[src/rtl/eccinj_pkg.sv]
package eccinj_pkg;
  localparam int CTRL_W = 16;
  localparam int IDX_W  = 7;

  localparam int POS_CONT_SGL = 8;
  localparam int POS_ONE_SGL  = 9;
  localparam int POS_CONT_DBL = 10;
  localparam int POS_ONE_DBL  = 11;

  localparam logic [CTRL_W-1:0] CTRL_MASK =
    CTRL_W'((1 << IDX_W) - 1) |
    (CTRL_W'(1) << POS_CONT_SGL) | (CTRL_W'(1) << POS_ONE_SGL) |
    (CTRL_W'(1) << POS_CONT_DBL) | (CTRL_W'(1) << POS_ONE_DBL);

  // strobes from the control to the datapath
  typedef struct packed {
    logic             modeSingle;
    logic             modeDouble;
    logic [IDX_W-1:0] bitIdx;
  } injStrobe_t;
endpackage

[src/rtl/eccinj_ctrl.sv]
module eccinj_ctrl
  import eccinj_pkg::*;
(
  input  logic              clk,
  input  logic              rstN,
  input  logic              regWrEn,
  input  logic [CTRL_W-1:0] regWrData,
  input  logic              corrRptEn,
  input  logic              wrStrobe,
  input  logic              injDone,
  output injStrobe_t        strobe,
  output logic [CTRL_W-1:0] ctrlRd
);
  logic [CTRL_W-1:0] ctrlQ;
  logic armSgl, armDbl, active;

  assign armSgl = ctrlQ[POS_CONT_SGL] | ctrlQ[POS_ONE_SGL];
  assign armDbl = ctrlQ[POS_CONT_DBL] | ctrlQ[POS_ONE_DBL];
  assign active = wrStrobe & corrRptEn;

  // double takes precedence over single
  always_comb begin
    strobe.modeDouble = active & armDbl;
    strobe.modeSingle = active & armSgl & ~armDbl;
    strobe.bitIdx     = ctrlQ[IDX_W-1:0];
  end

  always_ff @(posedge clk) begin
    if (!rstN) begin
      ctrlQ <= '0;
    end else if (regWrEn) begin
      ctrlQ <= regWrData & CTRL_MASK;
    end else if (injDone) begin
      if (strobe.modeDouble) ctrlQ[POS_ONE_DBL] <= 1'b0;
      else                   ctrlQ[POS_ONE_SGL] <= 1'b0;
    end
  end

  assign ctrlRd = ctrlQ;

  p_write_r9: assert property (@(posedge clk) disable iff (!rstN)
    regWrEn |=> ctrlRd == ($past(regWrData) & CTRL_MASK));
  p_oneshot_dbl_r6: assert property (@(posedge clk) disable iff (!rstN)
    (!regWrEn && injDone && strobe.modeDouble) |=> !ctrlRd[POS_ONE_DBL]);
  p_oneshot_sgl_r6: assert property (@(posedge clk) disable iff (!rstN)
    (!regWrEn && injDone && strobe.modeSingle) |=> !ctrlRd[POS_ONE_SGL]);
  p_cont_hold_r6: assert property (@(posedge clk) disable iff (!rstN)
    (!regWrEn && ctrlRd[POS_CONT_SGL]) |=> ctrlRd[POS_CONT_SGL]);
  p_idle_hold_r7: assert property (@(posedge clk) disable iff (!rstN)
    (!regWrEn && !injDone) |=> $stable(ctrlRd));
endmodule

[src/rtl/eccinj_datapath.sv]
module eccinj_datapath
  import eccinj_pkg::*;
#(
  parameter int CODE_W = 72
) (
  input  logic              clk,
  input  logic              rstN,
  input  injStrobe_t        strobe,
  input  logic [CODE_W-1:0] wrCodeIn,
  output logic [CODE_W-1:0] memCodeOut,
  output logic              injDone
);
  localparam int PAIR_MAIN = CODE_W - 1;
  localparam int PAIR_ALT  = CODE_W - 2;

  logic              inRange;
  logic [IDX_W-1:0]  pairIdx;
  logic [CODE_W-1:0] flipMask;

  assign inRange = (int'(strobe.bitIdx) < CODE_W);
  assign pairIdx = (strobe.bitIdx == IDX_W'(PAIR_MAIN)) ? IDX_W'(PAIR_ALT)
                                                        : IDX_W'(PAIR_MAIN);

  for (genvar i = 0; i < CODE_W; i++) begin : g_bit
    assign flipMask[i] = inRange &&
      (((strobe.modeSingle || strobe.modeDouble) && strobe.bitIdx == IDX_W'(i)) ||
       (strobe.modeDouble && pairIdx == IDX_W'(i)));
  end

  assign memCodeOut = wrCodeIn ^ flipMask;
  assign injDone    = |flipMask;

  p_pass_r2: assert property (@(posedge clk) disable iff (!rstN)
    (!strobe.modeSingle && !strobe.modeDouble) |-> memCodeOut == wrCodeIn);
  p_single_weight_r3: assert property (@(posedge clk) disable iff (!rstN)
    (strobe.modeSingle && inRange) |-> $countones(memCodeOut ^ wrCodeIn) == 1);
  p_double_weight_r4: assert property (@(posedge clk) disable iff (!rstN)
    (strobe.modeDouble && inRange) |-> $countones(memCodeOut ^ wrCodeIn) == 2);
  p_double_pair_r5: assert property (@(posedge clk) disable iff (!rstN)
    (strobe.modeDouble && inRange) |-> memCodeOut[pairIdx] != wrCodeIn[pairIdx]);
  p_range_r8: assert property (@(posedge clk) disable iff (!rstN)
    !inRange |-> (memCodeOut == wrCodeIn && !injDone));
endmodule

[src/rtl/ecc_wr_injector.sv]
module ecc_wr_injector
  import eccinj_pkg::*;
#(
  parameter int CODE_W = 72
) (
  input  logic              clk,
  input  logic              rstN,
  input  logic              regWrEn,
  input  logic [15:0]       regWrData,
  input  logic              corrRptEn,
  input  logic              wrStrobe,
  input  logic [CODE_W-1:0] wrCodeIn,
  output logic [CODE_W-1:0] memCodeOut,
  output logic [15:0]       ctrlRd
);
  injStrobe_t strobe;
  logic       injDone;

  eccinj_ctrl u_ctrl (
    .clk       (clk),
    .rstN      (rstN),
    .regWrEn   (regWrEn),
    .regWrData (regWrData),
    .corrRptEn (corrRptEn),
    .wrStrobe  (wrStrobe),
    .injDone   (injDone),
    .strobe    (strobe),
    .ctrlRd    (ctrlRd)
  );

  eccinj_datapath #(.CODE_W(CODE_W)) u_dp (
    .clk        (clk),
    .rstN       (rstN),
    .strobe     (strobe),
    .wrCodeIn   (wrCodeIn),
    .memCodeOut (memCodeOut),
    .injDone    (injDone)
  );
endmodule

[config.mk]
export PLATFORM = sky130hd
export DESIGN_NAME = ecc_wr_injector
export DESIGN_NICKNAME = d
export VERILOG_FILES = /design/src/rtl/eccinj_pkg.sv /design/src/rtl/eccinj_ctrl.sv /design/src/rtl/eccinj_datapath.sv /design/src/rtl/ecc_wr_injector.sv
export SDC_FILE = /design/constraint.sdc
export NUM_CORES = 1
export LEC_CHECK = 0
export ABC_CLOCK_PERIOD_IN_PS = 3910
export BUFFER_PORTS_ARGS = -buffer_cell sky130_fd_sc_hd__buf_2
export CAP_MARGIN = 30
export CORE_ASPECT_RATIO = 0.6
export CORE_UTILIZATION = 40
export CTS_CLUSTER_DIAMETER = 120
export CTS_CLUSTER_SIZE = 10
export DETAILED_ROUTE_END_ITERATION = 12
export GPL_TIMING_DRIVEN = 1
export PLACE_DENSITY = 0.83
export SLEW_MARGIN = 20
export SYNTH_ARGS = -nofsm -noshare
export SYNTH_HDL_FRONTEND = slang
export SYNTH_HIERARCHICAL = 1
export SYNTH_SLANG_ARGS = --single-unit
[constraint.sdc]
create_clock -name clk -period 3.91 [get_ports clk]
set_input_delay 0.782 -clock clk [delete_from_list [all_inputs] [get_ports clk]]
set_output_delay 0.782 -clock clk [all_outputs]
set_load 0.05 [all_outputs]
Word-level counts from Yosys, hierarchy flattened
Index checks and enable logic that the tools add are counted.
Widths: inputs -> output; s select.
{"block": "classes", "order_cmp": 1, "eq_ne": 143, "n_mux": 7, "n_bitwise": 8, "reduce_logical": 296}
{"operator": "$eq 7x6->1 const B", "n": 64}
{"operator": "$eq 7x5->1 const B", "n": 32}
{"operator": "$logic_and 1x1->1", "n": 216}
{"operator": "$eq 7x4->1 const B", "n": 16}
{"operator": "$eq 7x7->1 const B", "n": 16}
{"operator": "$logic_or 1x1->1", "n": 73}
{"operator": "$reduce_or 72->1", "n": 1}
{"operator": "$xor 72x72->72", "n": 1}
{"operator": "$eq 7x3->1 const B", "n": 8}
{"operator": "$eq 7x2->1 const B", "n": 4}
{"operator": "$eq 7x1->1 const B", "n": 2}
{"operator": "$logic_not 7->1", "n": 2}
{"operator": "$lt 7x7->1 const B", "n": 1}
{"operator": "$mux 1", "n": 7}
{"operator": "$and 1x1->1", "n": 4}
{"operator": "$reduce_and 2->1", "n": 2}
{"operator": "$reduce_bool 2->1", "n": 2}
{"operator": "$ne 2x2->1 const B", "n": 1}
{"operator": "$or 1x1->1", "n": 2}
{"operator": "$not 1->1", "n": 1}
{"block": "word_totals", "reg_bits": 11, "in_bits": 93, "word_cells": 458}

Longest topological paths before layout
{"block": "depth", "word_depth": 10, "depth_mapped": 10, "ltp_nobuf": 9}

Cells and area by module
Netlist, hierarchy kept.
{"module": "eccinj_datapath", "n_inst": 1, "cells_per_inst": 263, "area_per_inst_um2": 1599.0}
{"module": "eccinj_ctrl", "n_inst": 1, "cells_per_inst": 57, "area_per_inst_um2": 576.8}

Worst setup path after synthesis
No wires, ideal clock.
{"block": "synth_timing", "path_kind": "input to output", "from": "in wrStrobe", "to": "out memCodeOut[18]", "arrival_time_ps": 3261, "required_ps": 3128, "setup_slack_ps": -133, "cell_stages": 7, "path_buffers": 1, "path_cell_list": "nand2_1 nor4_1 o21bai_1 nor3b_1 buf_2 nand2_1 xnor2_1"}
{"element": "start: declaration", "line_no": "ecc_wr_injector.sv:11", "source": "input logic wrStrobe,"}
{"element": "end: declaration", "line_no": "ecc_wr_injector.sv:13", "source": "output logic [CODE_W-1:0] memCodeOut,"}

==> run_results.csv <==
group,metric,value,unit
clock_network,postCtsSetupBuffers,0,
floorplanning,placementRows,20,
clock_network,numCtsBuffers,3,
clock_network,cts_tree,"yes",
timing,finalSetupTns,0,ps
timing,skew,2.93,ps
global_route,grt_pass1_vias,2361,
layout,antenna_cells,0,
timing,fin_crit,3480,ps
synthesis,syn_area,2180,sq um
worst_setup_path,reg2reg_depth,7,
global_route,grt_pass1_wl,11.2,mm
place,pre_cts_ws,432,ps
worst_setup_path,path_cells,"buf_2 > nand2_1 > nor4_1 > o21ba_2 > and3_1 > nand2_1 > xnor2_2 > buf_2",
drt,wire_per_inst,13.1,um
worst_setup_path,critPathSlowestCell,"and3_1",
layout,area_delta_synth_final,54.0,%
timing,fin_crit_sh,0.889,
worst_setup_path,critPathKind,"primary input to primary output",
floorplanning,dieWidth,97.2,um
synthesis,ys_types,52,
timing,fmax,288,MHz
clock_network,insertion_delay,240,ps
pwr,p_clk_frac,0.170,
synthesis,syn_avg_cell_area,6.80,sq um
worst_setup_path,start_kind,"primary input",
layout,n_fill_cell,486,
layout,final-instance-count-excl-fill,537,
timing,rsz0062_at_grt,"false",
global_route,grt_max_degree,27,
hold_path,worst_hold_path_type,"register to register",
clock_network,clk_pin_slew,50,ps
floorplanning,ios,181,
drt,vias_per_cell,5.08,
outcome,run_status,"finished clean",
worst_setup_path,cp.arrival,2690,ps
layout,largest_reg_flops,11,
pwr,combPwrFrac,0.626,
worst_setup_path,cp.required,3130,ps
worst_setup_path,critPathCaptureType,"primary output",
hold_path,min_from,"u_ctrl/ctrlRd[8]$_SDFFE_PN0P_",
drt,drcViolationCount,0,
timing,hold_violations,0,
synthesis,synthCells,320,
clock_network,clockRootBuffer,"clkbuf_8",
timing,slew_viol_final,0,
floorplanning,core_area,5150,sq um
floorplanning,start_util,0.422,
timing,slew-limit-headroom,0.463,
layout,layout_common_cells,"170 x buf_2, 58 x nand2_1, 41 x nor2_1, 40 x xnor2_2, 23 x xor2_1",
worst_setup_path,reg2reg_from,"u_ctrl/ctrlRd[3]$_SDFFE_PN0P_",
global_route,grtUsageTotal,0.240,
floorplanning,dieArea,5750,sq um
place,place_congestion,0.888,
layout,nets,565,
timing,setup_slack,434,ps
drt,drtIter0Drc,213,
clock_network,cts_hold_buf,0,
place,hpwl,5.65,mm
pwr,leakage,0.00169,uW
hold_path,holdPathStages,2,
synthesis,ys_warn_count,6,
place,portBuffers,170,
synthesis,synthFlopType,"dfxtp_1",
worst_setup_path,r2r-end,"u_ctrl/ctrlRd[9]$_SDFFE_PN0P_",
pwr,p_sw_frac,0.520,
hold_path,whs_endpoint,"u_ctrl/ctrlRd[8]$_SDFFE_PN0P_",
pwr,ir_worst_vdd,321,uV
clock_network,cts.sinks,11,
clock_network,htree_levels,1,
drt,vias,2727,
clock_network,post_cts_resize_count,0,
pwr,internal_power,325,uW
floorplanning,die_h,59.1,um
timing,setup_viol,0,
synthesis,yosysSeqAreaShare,0.101,
synthesis,ys_ff_latch,11,
timing,worst_slew_pin_slew,805,ps
global_route,antenna_found_initial,0,
layout,layout_commonest_cell,"buf_2",
synthesis,synth-edff-count,0,
pwr,p_sw,352,uW
drt,postRouteWirelength,7.03,mm
pwr,seq_power_share,0.204,
job,maxCapViolCount,0,
worst_setup_path,r2r_slack,1380,ps
global_route,overflow,0,
place,dp.cells,533,
layout,layout-drive-gt1-share,0.499,
synthesis,async_reset_ff_frac,0,
clock_network,cts_buffer_depth,2,
drt,ant_nets,0,
worst_setup_path,critical-path-max-stage-delay,520,ps
worst_setup_path,path_max_fanout,11,
layout,fin_util,0.650,
pwr,p_per_area,202,nW/um^2
drt,first_pass_iters,5,
==> metrics by stage <==
step / hold slack [ps] / power [uW] / cell area, sq um
finish: 560 / 677 / 3350
global route: 580 / 710 / 3350
CTS: 560 / 678 / 3350
detailed placement: 554 / 563 / 3310
global placement: 535 / 559 / 3310
floorplan: 754 / 453 / 2530
==> Yosys cell counts (5+ instances only) <==
| cell | instances | area share |
|---|---|---|
| nand2_1 | 58 | 0.10 |
| xnor2_1 | 44 | 0.18 |
| nor2_1 | 41 | 0.071 |
| xor2_1 | 28 | 0.11 |
| nor2b_1 | 14 | 0.040 |
| buf_4 | 13 | 0.045 |
| buf_2 | 11 | 0.025 |
| dfxtp_1 | 11 | 0.10 |
| mux2i_1 | 9 | 0.041 |
| nand3_1 | 9 | 0.021 |
| nor3_1 | 9 | 0.021 |
| clkbuf_1 | 7 | 0.012 |
| o21ai_0 | 6 | 0.014 |
| a21oi_1 | 5 | 0.011 |
==> power by group through the flow <==
stage                     logic, uW  registers [uW]  clock network (uW)
final                           423             138                 115
after global routing            446             140                 123
after CTS                       424             138                 116
after detailed placement        423             140                   0
after global placement          419             139                   0
after floorplan                 304             150                   0
==> critical path, delay by kind of cell <==
family                 cells  cell delay (ps)
buffers and inverters      2              370
AO/OA/AOI/OAI              1              310
AND/OR/NAND/NOR            4             1090
XOR/XNOR                   1              150
==> final cells by class <==
type	instances	area (sq um)	share of cell area
multi-input combinational	276	2090	0.623
tap	66	82.6	0.0246
clock buffer	4	45.0	0.0134
sequential	11	220	0.0657
timing repair buffer	177	903	0.270
inverter	3	11.3	0.00336
==> logic make-up after synthesis <==
logic type / synth area share
AO/OA/AOI/OAI: 0.122
XOR/XNOR: 0.290
buffers and inverters: 0.104
flip-flops: 0.101
multiplexers: 0.0466
other: 0.00172
AND/OR/NAND/NOR: 0.335
==> worst max path at each step <==
stage               slack (ps)  depth (start not counted)             end      start
floorplan                   40                          6  memCodeOut[26]   wrStrobe
global placement           480                          8  memCodeOut[49]   wrStrobe
detailed placement         430                          8  memCodeOut[58]   wrStrobe
CTS                        430                          8  memCodeOut[58]   wrStrobe
global route               290                          8  memCodeOut[58]  corrRptEn
finish                     430                          8  memCodeOut[58]   wrStrobe
==> metal layers <==
metal  global-route usage  wire length, um  share of wire
met1                0.339             3160           0.45
met2                0.398             3220           0.46
met3               0.0425              615          0.087
met4               0.0315               35         0.0050
met5                    0                0              0
Note: power is estimated with default switching activity, not from simulation.
